--- src/rtl/cube_sharp_pkg.sv ---
package cube_sharp_pkg;

  // Coordinate codes of a cube; 00 marks an empty coordinate and is illegal
  typedef enum logic [1:0] {
    COORD_VOID = 2'b00,
    COORD_ZERO = 2'b01,
    COORD_ONE  = 2'b10,
    COORD_FREE = 2'b11
  } coord_e;

  // Strobes from control to datapath
  typedef struct packed {
    logic loadResult;
  } sharp_ctrl_t;

endpackage

--- src/rtl/sharp_coord.sv ---
module sharp_coord (
  input  logic [1:0] aCoord,
  input  logic [1:0] bCoord,
  output logic       isDisjoint,
  output logic       isCovered,
  output logic       isSplit,
  output logic [1:0] flipCoord
);
  // No shared literal: the coordinate sets do not meet
  assign isDisjoint = ((aCoord & bCoord) == 2'b00);
  // Every literal A allows is also allowed by B
  assign isCovered  = ((aCoord & ~bCoord) == 2'b00);
  // Neither case: A is free while B is fixed
  assign isSplit    = !isDisjoint && !isCovered;
  // The literal B excludes
  assign flipCoord  = ~bCoord;
endmodule

--- src/rtl/sharp_control.sv ---
module sharp_control
  import cube_sharp_pkg::*;
(
  input  logic        clk,
  input  logic        rst_n,
  input  logic        inValid,
  output sharp_ctrl_t ctrl,
  output logic        outValid
);
  always_comb ctrl.loadResult = inValid;

  always_ff @(posedge clk) begin
    if (!rst_n) outValid <= 1'b0;
    else        outValid <= inValid;
  end


  strobe_to_valid_chk: assert property (@(posedge clk) disable iff (!rst_n)
    inValid |=> outValid);


  idle_no_valid_chk: assert property (@(posedge clk) disable iff (!rst_n)
    !inValid |=> !outValid);
endmodule

--- src/rtl/sharp_datapath.sv ---
module sharp_datapath
  import cube_sharp_pkg::*;
#(
  parameter int NUM_VARS = 4
) (
  input  logic                         clk,
  input  logic                         rst_n,
  input  sharp_ctrl_t                  ctrl,
  input  logic [2*NUM_VARS-1:0]        cubeA,
  input  logic [2*NUM_VARS-1:0]        cubeB,
  output logic [NUM_VARS*2*NUM_VARS-1:0] resSlots,
  output logic [NUM_VARS-1:0]          slotValid,
  output logic                         resUnchanged,
  output logic                         resEmpty
);
  localparam int SLOT_W = 2 * NUM_VARS;
  localparam int RES_W  = NUM_VARS * SLOT_W;

  logic [NUM_VARS-1:0]      disjointVec;
  logic [NUM_VARS-1:0]      coveredVec;
  logic [NUM_VARS-1:0]      splitVec;
  logic [NUM_VARS-1:0][1:0] flipVec;

  for (genvar g = 0; g < NUM_VARS; g++) begin : g_coord
    sharp_coord u_coord (
      .aCoord    (cubeA[2*g +: 2]),
      .bCoord    (cubeB[2*g +: 2]),
      .isDisjoint(disjointVec[g]),
      .isCovered (coveredVec[g]),
      .isSplit   (splitVec[g]),
      .flipCoord (flipVec[g])
    );
  end

  logic [RES_W-1:0]    nextSlots;
  logic [NUM_VARS-1:0] nextValid;
  logic                nextUnchanged;
  logic                nextEmpty;
  logic [SLOT_W-1:0]   workCube;

  always_comb begin
    nextSlots     = '0;
    nextValid     = '0;
    nextUnchanged = 1'b0;
    nextEmpty     = 1'b0;
    workCube      = cubeA;
    if (|disjointVec) begin
      nextUnchanged         = 1'b1;
      nextValid[0]          = 1'b1;
      nextSlots[SLOT_W-1:0] = cubeA;
    end else if (&coveredVec) begin
      nextEmpty = 1'b1;
    end else begin
      for (int i = 0; i < NUM_VARS; i++) begin
        if (splitVec[i]) begin
          workCube                       = cubeA;
          workCube[2*i +: 2]             = flipVec[i];
          nextValid[i]                   = 1'b1;
          nextSlots[i*SLOT_W +: SLOT_W]  = workCube;
        end
      end
    end
  end

  always_ff @(posedge clk) begin
    if (!rst_n) begin
      resSlots     <= '0;
      slotValid    <= '0;
      resUnchanged <= 1'b0;
      resEmpty     <= 1'b0;
    end else if (ctrl.loadResult) begin
      resSlots     <= nextSlots;
      slotValid    <= nextValid;
      resUnchanged <= nextUnchanged;
      resEmpty     <= nextEmpty;
    end
  end

  function automatic logic hasVoid(input logic [SLOT_W-1:0] c);
    logic found;
    found = 1'b0;
    for (int k = 0; k < NUM_VARS; k++)
      if (c[2*k +: 2] == COORD_VOID) found = 1'b1;
    return found;
  endfunction


  legal_coord_chk: assert property (@(posedge clk) disable iff (!rst_n)
    ctrl.loadResult |-> (!hasVoid(cubeA) && !hasVoid(cubeB)));


  flag_excl_chk: assert property (@(posedge clk) disable iff (!rst_n)
    !(resUnchanged && resEmpty));


  empty_noslot_chk: assert property (@(posedge clk) disable iff (!rst_n)
    resEmpty |-> (slotValid == '0));


  unchanged_slot0_chk: assert property (@(posedge clk) disable iff (!rst_n)
    resUnchanged |-> (slotValid == NUM_VARS'(1)));


  result_nonvoid_chk: assert property (@(posedge clk) disable iff (!rst_n)
    ctrl.loadResult |=> (resEmpty || (slotValid != '0)));


  hold_result_chk: assert property (@(posedge clk) disable iff (!rst_n)
    !ctrl.loadResult |=> ($stable(resSlots) && $stable(slotValid)
                          && $stable(resUnchanged) && $stable(resEmpty)));
endmodule

--- src/rtl/cube_sharp_unit.sv ---
module cube_sharp_unit
  import cube_sharp_pkg::*;
#(
  parameter int NUM_VARS = 4
) (
  input  logic                           clk,
  input  logic                           rst_n,
  input  logic                           inValid,
  input  logic [2*NUM_VARS-1:0]          cubeA,
  input  logic [2*NUM_VARS-1:0]          cubeB,
  output logic                           outValid,
  output logic [NUM_VARS*2*NUM_VARS-1:0] resSlots,
  output logic [NUM_VARS-1:0]            slotValid,
  output logic                           resUnchanged,
  output logic                           resEmpty
);
  sharp_ctrl_t ctrl;

  sharp_control u_control (
    .clk     (clk),
    .rst_n   (rst_n),
    .inValid (inValid),
    .ctrl    (ctrl),
    .outValid(outValid)
  );

  sharp_datapath #(.NUM_VARS(NUM_VARS)) u_datapath (
    .clk         (clk),
    .rst_n       (rst_n),
    .ctrl        (ctrl),
    .cubeA       (cubeA),
    .cubeB       (cubeB),
    .resSlots    (resSlots),
    .slotValid   (slotValid),
    .resUnchanged(resUnchanged),
    .resEmpty    (resEmpty)
  );
endmodule

--- config.mk ---
export PLATFORM = sky130hd
export DESIGN_NAME = cube_sharp_unit
export DESIGN_NICKNAME = d
export VERILOG_FILES = /design/src/rtl/cube_sharp_pkg.sv /design/src/rtl/sharp_coord.sv /design/src/rtl/sharp_control.sv /design/src/rtl/sharp_datapath.sv /design/src/rtl/cube_sharp_unit.sv
export SDC_FILE = /design/constraint.sdc
export NUM_CORES = 1
export LEC_CHECK = 0
export ABC_AREA = 1
export BUFFER_PORTS_ARGS = -buffer_cell sky130_fd_sc_hd__buf_2
export CORE_MARGIN = 10
export CORE_UTILIZATION = 50
export CTS_BUF_LIST = sky130_fd_sc_hd__clkbuf_8
export DETAILED_ROUTE_END_ITERATION = 10
export GPL_ROUTABILITY_DRIVEN = 0
export PLACE_DENSITY = 0.84
export SKIP_LAST_GASP = 1
export SLEW_MARGIN = 20
export SYNTH_ARGS = -nofsm -noshare
export SYNTH_HDL_FRONTEND = slang
export SYNTH_SLANG_ARGS = --single-unit
--- constraint.sdc ---
create_clock -name clk -period 1.2 [get_ports clk]
set_clock_uncertainty 0.1 [all_clocks]
set_input_delay 0 -clock clk [delete_from_list [all_inputs] [get_ports clk]]
set_output_delay 0 -clock clk [all_outputs]
set_load 0.01 [all_outputs]
==> reports/summary.md <==
The tightest hold path in the finished design has a slack of 22.90 ps. Counting the fill cells in the layout gives 284. The final number of hold-violating endpoints was 0. The run gives 246 as the synthesized netlist cell count. The post-route standard cell area excluding fillers came out at 2360 um^2. Total detailed-routing wirelength: 5228 um.

The critical path is of the input pin to register type. The worst register-to-register path has a depth of 4. The run gives 0 as the post-detailed-route count of antenna-violating nets. The number of global-route vias before repair was 1,884; the placed cell area was 2140 um^2. The initial antenna violation count is 0, and the number of warnings printed during yosys synthesis is 0.

The top achievable clock speed was 0.9517 GHz; the total DRC errors in the routed layout was 0. 58 I/O pins were placed. Across all register-to-register paths, the minimum setup slack is 440 ps. The logs give 379 for the number of standard cells in the final layout excluding fillers and 1698 um^2 for the area of the mapped netlist. The worst pin sits at a relative slew slack of 76.62%. Across the VDD grid, the largest voltage drop is 0.8918 mV.

In the final routed layout, each cell accounts on average for 13.79 um. The run gives 8549 um as the wire length of the first global-routing pass. The final period utilization was 87.56%; the total global-route track usage was 16.97%. The area growth from synthesis to layout is 38.98%.

In this run the core area contains 21 standard-cell rows. The worst path in the final design needs a cycle of 1051 ps, including I/O delays and setup. For the overall power after layout, the log shows 2.641 mW. Data arrives at the worst endpoint at 1160 ps.

The floorplan step defined a die boundary enclosing 6127 um^2. Including well taps, the total number of placed cells is 359. For the pin with the worst max-slew slack, the measured transition is 348.3 ps. The count of distinct cell types in the synthesized netlist was 22. Input and output buffers added on the ports amount to 57.

For the final setup TNS, the log shows 0 ps. The die is 78.28 um wide. Kind of end point of the critical path: a register. The longest clock path from root to sink contains 2 buffers. The cell sitting at the root of the clock tree is a clkbuf_8. Summed over all nets, the half-perimeter wirelength after detailed placement is 3811 um.

The post-place setup slack is 35.40 ps, and the number of nets in the layout is 351. 0 antenna diodes ended up in the layout. The type of element launching the critical path was an input pin.

Tracing the worst setup path back leads to its startpoint at inValid. The total area inside the core boundary comes to 3311 um^2. Cells fill 71.28% of the core in the end. In this run the power density over the cells is 1119 nW/um^2.

The run gives 5 as the number of buffers added by the clock tree synthesis step. The clock net in this run drives a total of 39 sinks. For the worst-skew pair, the clock arrives at the later sink with an insertion delay of 280 ps. The launching point of the worst reg2reg path was u_datapath.resSlots[1]. The tools report the critical path required time as 1310 ps. Share of the synthesized area in the top cell type: 45.98%.

The detailed router placed 1,901 vias in this run. The post-layout worst setup margin is 149.3 ps. Ranked by total cell area, the synthesized netlist is headed by dfxtp_1 (46%), nand2_1 (21%), a21oi_1 (10%). The H-tree was split into 2 levels. Setup violations remaining at the end of the flow were counted as 0.

The maximum fanout along the worst path was 7. The share of layout cells above drive strength 1 is 27.63%, and the number of nets in the synthesized netlist is 265. The logs give 4 for the number of iterations in the first detailed-routing pass and 21 for the maximum number of pins on one net before global-route repair. In this run the worst setup path terminates at u_datapath.resSlots[1]. The worst min-delay path class is input pin to register. After detailed routing, the number of vias per cell comes to 5.016.

The run finished with clean final reports. Capturing point of the worst reg2reg path: u_datapath.resSlots[1]. Clock-pin slew was measured on the worst setup and hold paths at 80 ps. TritonCTS built the clock tree.

The max-slew violation count is 0, and the total grt overflow is 0. The dominant cell type by area after synthesis is dfxtp_1. The register area share after synthesis is 45.98%. Max-cap violations in this run came to 0. The count of routing violations after the opening detailed-route iteration was 139.

Leakage power total: 1.182 nW. The height of the die is 78.28 um. Each instance of the synthesized netlist takes up on average 6.902 um^2.

For the effective utilization at floorplan, the log shows 51.28%. Setup repair after global routing left no endpoint under its margin. In this run, synthesis produced a sequential element count of 39.
==> cell type report <==
class	instances	area (um^2)	share of cell area (%)
Clock buffer	7	96.34	4.083
Clock inverter	1	3.754	0.1591
Inverter	23	91.34	3.871
Multi-Input combinational cell	173	767.0	32.50
Sequential cell	39	780.7	33.09
Tap cell	46	57.56	2.439
Timing Repair Buffer	90	563.0	23.86
==> worst max-delay path, stage by stage <==
cell	delay, ps
buf_2	180
dlygate4sd3_1	580
nand2_1	70
inv_1	90
nand3_1	90
o21ai_0	160
==> cells by family after synthesis <==
logic type | synth area share [%]
AND/OR/NAND/NOR | 32.28
AO/OA/AOI/OAI | 12.90
flip-flops | 45.98
buffers and inverters | 8.842
==> cell usage in the layout, fill, tap and decap left out <==
master and instances:
clkbuf_8 7, buf_2 57, nand3_1 19, o21ai_0 5
dfxtp_1 39, clkinv_1 1, o21ai_1 1, inv_6 1
o22ai_2 1, nand2_4 1, nor2_1 9, inv_2 1
inv_1 21, nand2_2 1, nand4_1 3, a21oi_1 34
nand2_1 96, nor2_4 2, o22ai_1 1, buf_4 21
dlygate4sd3_1 12
==> cells in the mapped netlist, drive strengths merged <==
| master | n |
|---|---|
| inv | 22 |
| o22ai | 2 |
| buf | 5 |
| a21oi | 34 |
| clkbuf | 6 |
| nor2 | 11 |
| o21ai | 6 |
| nand2 | 98 |
| clkinv | 1 |
| nand3 | 19 |
| dfxtp | 39 |
| nand4 | 3 |
==> state kept, by name, indices dropped and copies added (netlist names) <==
name	cells
u_datapath.slotValid	4
u_datapath.resEmpty	1
u_control.outValid	1
u_datapath.resSlots	32
u_datapath.resUnchanged	1
==> repair_timing <==
action,in CTS,in global routing
hold endpoints to repair,15,0
hold buffers,12,0
endpoints found under the setup margin,0,0
gates resized for setup,0,0
buffers inserted,0,0
==> per-layer routing <==
metal,vias up,wire (um),track usage (%)
met5,-,0,0
met4,0,149,7.527
met3,15,450,5.923
met2,78,2622,29.28
met1,855,2005,18.35
li1,953,-,-
==> worst min path at each step <==
stage             start                       to  cells after the start
2_1_floorplan     rst_n   u_datapath.resSlots[0]                      2
3_3_place_gp      rst_n   u_datapath.resSlots[1]                      3
3_5_place_dp      rst_n   u_datapath.resSlots[0]                      3
4_1_cts         inValid  u_datapath.resUnchanged                      3
5_1_grt        cubeA[4]  u_datapath.resSlots[12]                      4
6_report        inValid  u_datapath.resUnchanged                      3
==> report_power, final <==
part	internal [mW]	total [mW]	leakage [nW]	switching (mW)
Clock	0.515	0.938	0.0557	0.423
Sequential	1.32	1.33	0.316	0.0115
Combinational	0.155	0.373	0.809	0.217
Note: power is estimated with default switching activity, not from simulation.
